`src/rtl/tc_carrier_mod.sv`:
```
module tc_carrier_mod #(
  parameter int CARR_TOP      = 132,
  parameter int DUTY_FULL     = 66,
  parameter int DUTY_LOW      = 6,
  parameter int TICK_CYCLES   = 131072,
  parameter int TICKS_PER_SEC = 61,
  parameter int ZERO_TICKS    = 12,
  parameter int ONE_TICKS     = 30,
  parameter int MARK_TICKS    = 48
) (
  input  logic       clk,
  input  logic       rst,
  input  logic [1:0] sym_code,
  output logic       carrier_out,
  output logic       sec_strobe
);
  localparam int CW = $clog2(CARR_TOP + 1);
  localparam int PW = $clog2(TICK_CYCLES);
  localparam int TW = $clog2(TICKS_PER_SEC);

  logic [CW-1:0] carr_cnt;
  logic [PW-1:0] pre_cnt;
  logic [TW-1:0] tick_cnt;
  logic [1:0]    cur_sym;
  logic          sym_valid;
  logic          duty_low_q;
  logic [TW-1:0] win_len;

  wire carr_top = carr_cnt == CW'(CARR_TOP);
  wire tick_en  = pre_cnt == PW'(TICK_CYCLES - 1);
  wire sec_end  = tick_en && (tick_cnt == TW'(TICKS_PER_SEC - 1));

  always_comb begin
    case (cur_sym)
      2'b00:   win_len = TW'(ZERO_TICKS);
      2'b01:   win_len = TW'(ONE_TICKS);
      default: win_len = TW'(MARK_TICKS);
    endcase
  end

  wire          want_low = sym_valid && (tick_cnt < win_len);
  wire [CW-1:0] cmp      = duty_low_q ? CW'(DUTY_LOW) : CW'(DUTY_FULL);

  assign carrier_out = carr_cnt < cmp;

  always_ff @(posedge clk) begin
    if (rst) begin
      carr_cnt   <= '0;
      pre_cnt    <= '0;
      tick_cnt   <= '0;
      cur_sym    <= 2'b00;
      sym_valid  <= 1'b0;
      duty_low_q <= 1'b0;
      sec_strobe <= 1'b0;
    end else begin
      carr_cnt   <= carr_top ? '0 : carr_cnt + 1'b1;
      pre_cnt    <= tick_en ? '0 : pre_cnt + 1'b1;
      sec_strobe <= sec_end;
      if (tick_en)
        tick_cnt <= sec_end ? '0 : tick_cnt + 1'b1;
      if (sec_end) begin
        cur_sym   <= sym_code;
        sym_valid <= 1'b1;
      end
      if (carr_top)
        duty_low_q <= want_low;
    end
  end
endmodule

```
`config.mk`:
```
export PLATFORM = sky130hd
export DESIGN_NAME = tc_carrier_mod
export DESIGN_NICKNAME = d
export VERILOG_FILES = /design/src/rtl/tc_carrier_mod.sv
export SDC_FILE = /design/constraint.sdc
export NUM_CORES = 1
export LEC_CHECK = 0
export CAP_MARGIN = 25
export CORE_AREA = 5 5 63 65
export DETAILED_ROUTE_END_ITERATION = 16
export DIE_AREA = 0 0 68 70
export MAX_ROUTING_LAYER = met4
export PLACE_DENSITY = 0.7
export SLEW_MARGIN = 15
export SYNTH_ARGS = -nofsm -noshare
export SYNTH_HDL_FRONTEND = slang
export SYNTH_SLANG_ARGS = --single-unit
```
`constraint.sdc`:
```
create_clock -name clk -period 2.65 [get_ports clk]
set_clock_uncertainty 0.2 [all_clocks]
set_input_delay 0.265 -clock clk [delete_from_list [all_inputs] [get_ports clk]]
set_output_delay 0.265 -clock clk [all_outputs]
set_load 0.05 [all_outputs]
```
==> results_dict.tcl, run 1 <==
set metrics [dict create \
    synth.avg_cell_area_um2 8.97 \
    grt.overflow.total 0 \
    synth_area_um2 1660 \
    vias 1220 \
    fillers 308 \
    hp-class "register to register" \
    rrSetupSlack_ns 0.27 \
    start_util_pct 50.6 \
    finalCritPeriodShare_pct 89.6 \
    worstPathArrival_ns 2.39 \
    drive_gt1_share_pct 9.90 \
    grt_pass1_wl_um 4930 \
    setup.worst_path.start_class "register" \
    dp.cells 230 \
    end_kind "register" \
    insertedDiodeCount 0 \
    power.switching_uw 207 \
    dieArea_um2 4760 \
    setup_viol 0 \
    fmax_mhz 421 \
    p_int_uw 762 \
    port_buffers 5 \
    area_growth_pct 9.87 \
    critPathKind "register to register" \
    hold_depth 1 \
    power_frac_seq_pct 57.6 \
    synth-edff-count 0 \
    grt_max_degree 16 \
    yosysWarnings 0 \
    dp_hpwl_um 1910 \
    antenna_found_initial 0 \
    clkSinkCount 36 \
    ir_worst_vdd_v 0.000358 \
    r2r-start "pre_cnt[0]" \
    layout_min_cycle_time_ns 2.38 \
    synth_nets 199 \
    clk_root_buffer_cell "clkbuf_4" \
    final_nets 205 \
    post_cts_resized 0 \
    hold_path_end "pre_cnt[0]" \
    dr.pass1.iters 4 \
    worstMarginPinSlew_ns 0.505 \
    p_leak_uw 0.000714 \
    ys_ff_latch 36 \
    tns_ns 0 \
    ys_types 34 \
    grt_usage_pct 13.7 \
    clk_path_buf_depth 2 \
    swShare_pct 21.3 \
    io_pins 6 \
    htreeDepth 2 \
    post_cts_buffers 0 \
    via_per_inst 5.13 \
    die_x_um 68 \
    status "finished clean" \
    cts_hold_buf 0 \
    ys_async_sr_fraction_pct 0 \
    ys_seq_area_share_pct 43.4 \
    cp_max_fo 9 \
    rsz0062_at_grt "false" \
    cts_tree "done" \
    drcViolationCount 0 \
    first_iter_violations 63 \
    antenna_left 0 \
    timing.max_cap.violations 0 \
    clkPwrFrac_pct 38.9 \
    whs_ns 0.270 \
    r2r_end "cur_sym[1]" \
    die_h_um 70 \
    clkTransAtPathRegs_ns 0.10 \
    cts-buffers-inserted 5 \
    synth_ff_type "dfxtp_1" \
    power_density_nw_per_um2 531 \
    drt-wirelength-per-cell_um 11.1 \
    routabilityCongestion 0.825 \
    slew_headroom_pct 66.2 \
    grt_pass1_vias 1221 \
    clk_latency_ns 0.34 \
    rows 21 \
    final_cells 238 \
    reg2reg_depth 9 \
    slew_viol_final 0 \
    critPathRequiredTime_ns 2.67 \
    hold_violations 0 \
    combPwrFrac_pct 3.5 \
    hp-start "pre_cnt[0]" \
    detail_route.wirelength_um 2640 \
    core_um2 3280 \
    syn-instance-count 185 \
]
==> worst max-delay path by stage <==
stage / start / endpoint / slack (ns) / cells past startpoint
after detailed placement: pre_cnt[0] / tick_cnt[1] / 0.20 / 9
final: pre_cnt[0] / cur_sym[1] / 0.27 / 9
after floorplan: carr_cnt[2] / carrier_out / 0.16 / 4
after global routing: pre_cnt[0] / cur_sym[0] / 0.08 / 9
after global placement: pre_cnt[0] / cur_sym[1] / 0.25 / 9
after CTS: pre_cnt[0] / cur_sym[1] / 0.18 / 9
==> stage by stage <==
| step | area, µm² | util (%) | total power, µW | worst slack (ns) |
|---|---|---|---|---|
| 6_report | 1820 | 55.5 | 969 | 0.274 |
| 5_1_grt | 1820 | 55.5 | 1020 | 0.0784 |
| 4_1_cts | 1820 | 55.4 | 984 | 0.180 |
| 3_5_place_dp | 1740 | 53.1 | 604 | 0.200 |
| 3_3_place_gp | 1740 | 53.1 | 602 | 0.250 |
| 2_1_floorplan | 1660 | - | 592 | 0.159 |
==> cells by family (layout without fill, tap and decap cells) <==
group	Yosys count	in the layout	synth area share (%)
fa+ha+maj	10	10	7.54
xor+xnor	22	22	11.6
buf+inv	16	23	4.30
flops	36	36	43.4
mux	2	2	1.21
simple gates	86	86	27.1
compound gates	13	13	4.90
==> synth_stat cells, types with 2 or more instances <==
| library cell | count | area share, % |
|---|---|---|
| dfxtp_1 | 36 | 43 |
| and3_1 | 2 | 0.75 |
| or2_2 | 2 | 0.75 |
| or3_1 | 2 | 0.75 |
| and2_1 | 3 | 1.1 |
| a21oi_1 | 6 | 1.8 |
| nor3_1 | 7 | 2.1 |
| nand3_1 | 7 | 2.1 |
| o21ai_0 | 2 | 0.60 |
| clkbuf_1 | 5 | 1.1 |
| nor2_1 | 31 | 7.0 |
| and4_1 | 3 | 1.6 |
| xor2_1 | 18 | 9.5 |
| ha_1 | 10 | 7.5 |
| inv_1 | 7 | 1.6 |
| xnor2_1 | 4 | 2.1 |
| buf_2 | 3 | 0.90 |
| mux2i_1 | 2 | 1.2 |
| nand2_1 | 11 | 2.5 |
| nor2b_1 | 3 | 1.1 |
| nand4_1 | 8 | 3.0 |
==> state kept, by name, summed over array words and instances, names as in the netlist <==
register	cells
carr_cnt	8
cur_sym	2
duty_low_q	1
pre_cnt	17
sec_strobe	1
sym_valid	1
tick_cnt	6
==> final cells by class <==
cell class	count	area [µm²]	share of cell area, %
tap	46	57.6	3.16
clock inverter	2	35.0	1.92
multi-input combinational	133	873	47.9
inverter	7	26.3	1.44
clock buffer	6	41.3	2.26
sequential	36	721	39.5
timing repair buffer	8	70.1	3.84
==> power by group through the flow <==
stage	registers, µW	logic, µW	clock network [µW]
finish	558	33.9	377
global route	560	40.0	421
CTS	558	34.6	392
detailed placement	570	34.4	0
global placement	569	32.6	0
floorplan	568	24.6	0
==> critical path, cell delays in order, from the launching register on <==
cell and delay, ns:
dfxtp_1 0.38, ha_1 0.21, and4_1 0.30, nand3_1 0.10
nor3_1 0.19, ha_1 0.20, nand4_1 0.15, nor2_4 0.26
mux2i_1 0.21, nor2_1 0.05
==> per-layer routing <==
| layer | GRT usage [%] | vias to the layer above | wire [µm] |
|---|---|---|---|
| li1 | - | 633 | - |
| met1 | 14.5 | 568 | 1210 |
| met2 | 21.4 | 13 | 1280 |
| met3 | 5.29 | 6 | 93 |
| met4 | 7.51 | 0 | 58 |
| met5 | - | - | 0 |
==> layout by cell type, fill, tap and decap left out, types with 5 or more instances in the layout <==
cell      count
nand4_1       8
ha_1         10
nand2_1      11
a21oi_1       6
inv_1         7
clkbuf_4      5
xor2_1       18
dfxtp_1      36
nand3_1       7
nor3_1        7
nor2_1       31
(Power assumes the default switching activity.)
==> run 2, diff against run 1 <==
- SLEW_MARGIN: 15 -> default
- clock period: 2.65 -> 3 ns (I/O delays scaled with it)
==> results_dict.tcl, run 2 (same netlist as run 1, synthesis figures left out) <==
set metrics [dict create \
    slew_viol_final 0 \
    rsz0062_at_grt "false" \
    hp-start "pre_cnt[0]" \
    layout_min_cycle_time_ns 2.84 \
    dr.pass1.iters 4 \
    hold_violations 0 \
    clk_root_buffer_cell "clkbuf_4" \
    fmax_mhz 352 \
    die_x_um 68 \
    mostFrequentLayoutCells "dfxtp_1, nor2_1, xor2_1" \
    drcViolationCount 0 \
    combPwrFrac_pct 4.0 \
    hold_depth 1 \
    final_common_cell "dfxtp_1" \
    cpLargestDelayFamily "buffers and inverters" \
    post_cts_buffers 0 \
    clkPwrFrac_pct 29.8 \
    clk_path_buf_depth 2 \
    slew_headroom_pct 67.2 \
    largest-register "pre_cnt" \
    seqCellArea_um2 721 \
    antenna_left 0 \
    clkTransAtPathRegs_ns 0.10 \
    cts-buffers-inserted 5 \
    clkSinkCount 36 \
    grt_pass1_wl_um 5140 \
    port_buffers 5 \
    final_nets 203 \
    drive_gt1_share_pct 7.49 \
    swShare_pct 22.4 \
    cp_max_fo 6 \
    worstMarginPinSlew_ns 0.491 \
    io_pins 6 \
    power_frac_seq_pct 66.2 \
    clk_latency_ns 0.34 \
    cts_tree "done" \
    grt_usage_pct 14.4 \
    drt-wirelength-per-cell_um 11.9 \
    grt.overflow.total 0 \
    crit_slowest_cell "clkdlybuf4s50_1" \
    largest_reg_flops 17 \
    post-route-util_pct 53.8 \
    area_growth_pct 6.48 \
    hold_path_end "pre_cnt[0]" \
    vias 1216 \
    post_cts_resized 0 \
    antenna_found_initial 0 \
    power.switching_uw 167 \
    power_density_nw_per_um2 421 \
    setup_viol 0 \
    status "finished clean" \
    cpPeakStageDelay_ns 0.84 \
    rrSetupSlack_ns 0.35 \
    largestRegisters "pre_cnt: 17 flops, carr_cnt: 8 flops, tick_cnt: 6 flops" \
    setup.worst_path.start_class "register" \
    end_kind "primary output" \
    crit_path_cell_trace "ha_1 > a21oi_1 > nand2_1 > a211oi_1 > clkdlybuf4s50_1" \
    start_util_pct 50.6 \
    grt_pass1_vias 1254 \
    rows 21 \
    insertedDiodeCount 0 \
    core_um2 3280 \
    ir_worst_vdd_v 0.000210 \
    worstPathArrival_ns 2.34 \
    multi_input_comb_area_um2 868 \
    tns_ns 0 \
    reg2reg_depth 9 \
    grt_max_degree 16 \
    p_int_uw 577 \
    p_leak_uw 0.000684 \
    dp_hpwl_um 2070 \
    hp-class "register to register" \
    detail_route.wirelength_um 2780 \
    dieArea_um2 4760 \
    finalCritPeriodShare_pct 94.6 \
    timing.max_cap.violations 0 \
    r2r-start "pre_cnt[0]" \
    cts_hold_buf 0 \
    critPathKind "register to primary output" \
    r2r_end "cur_sym[0]" \
    fillers 312 \
    crit_buf_inv 1 \
    critPathRequiredTime_ns 2.50 \
    die_h_um 70 \
    htreeDepth 2 \
    first_iter_violations 60 \
    routabilityCongestion 0.821 \
    via_per_inst 5.22 \
]
run 2: stage by stage:
step	instances	instance area (µm²)	total power (µW)	setup slack (ns)	hold slack (ns)
after CTS	233	1770	752	0.162	0.290
after detailed placement	228	1730	534	0.350	0.269
after floorplan	185	1660	523	0.474	0.172
final	233	1770	743	0.161	0.284
after global routing	233	1770	782	0.0450	0.306
after global placement	228	1730	531	0.445	0.238
run 2: layer usage:
| layer | share of wire [%] | track usage (%) | vias to the layer above |
|---|---|---|---|
| met5 | 0 | - | - |
| met4 | 2.4 | 7.06 | 0 |
| met3 | 3.2 | 4.01 | 8 |
| met2 | 51 | 24.2 | 16 |
| met1 | 43 | 15.0 | 571 |
| li1 | - | - | 621 |
run 2: worst max-delay path by stage:
stage | from | cells after the start | end
after floorplan | carr_cnt[2] | 4 | carrier_out
after global placement | pre_cnt[0] | 9 | cur_sym[0]
after detailed placement | pre_cnt[0] | 9 | cur_sym[1]
after CTS | carr_cnt[2] | 5 | carrier_out
after global routing | carr_cnt[2] | 5 | carrier_out
final | carr_cnt[2] | 5 | carrier_out
run 2: power by group through the flow:
stage,Sequential [µW],Clock [µW],Combinational (µW)
3_3_place_gp,502,0,28.9
5_1_grt,494,253,35.6
4_1_cts,492,229,30.3
3_5_place_dp,503,0,30.2
6_report,492,221,29.6
2_1_floorplan,501,0,21.8
run 2: layout make-up:
| class | instances | area share (%) |
|---|---|---|
| multi-input cells | 133 | 49.1 |
| well taps | 46 | 3.26 |
| clock buffers | 5 | 2.12 |
| flip-flops and latches | 36 | 40.8 |
| inverters | 7 | 1.49 |
| repair buffers | 6 | 3.26 |
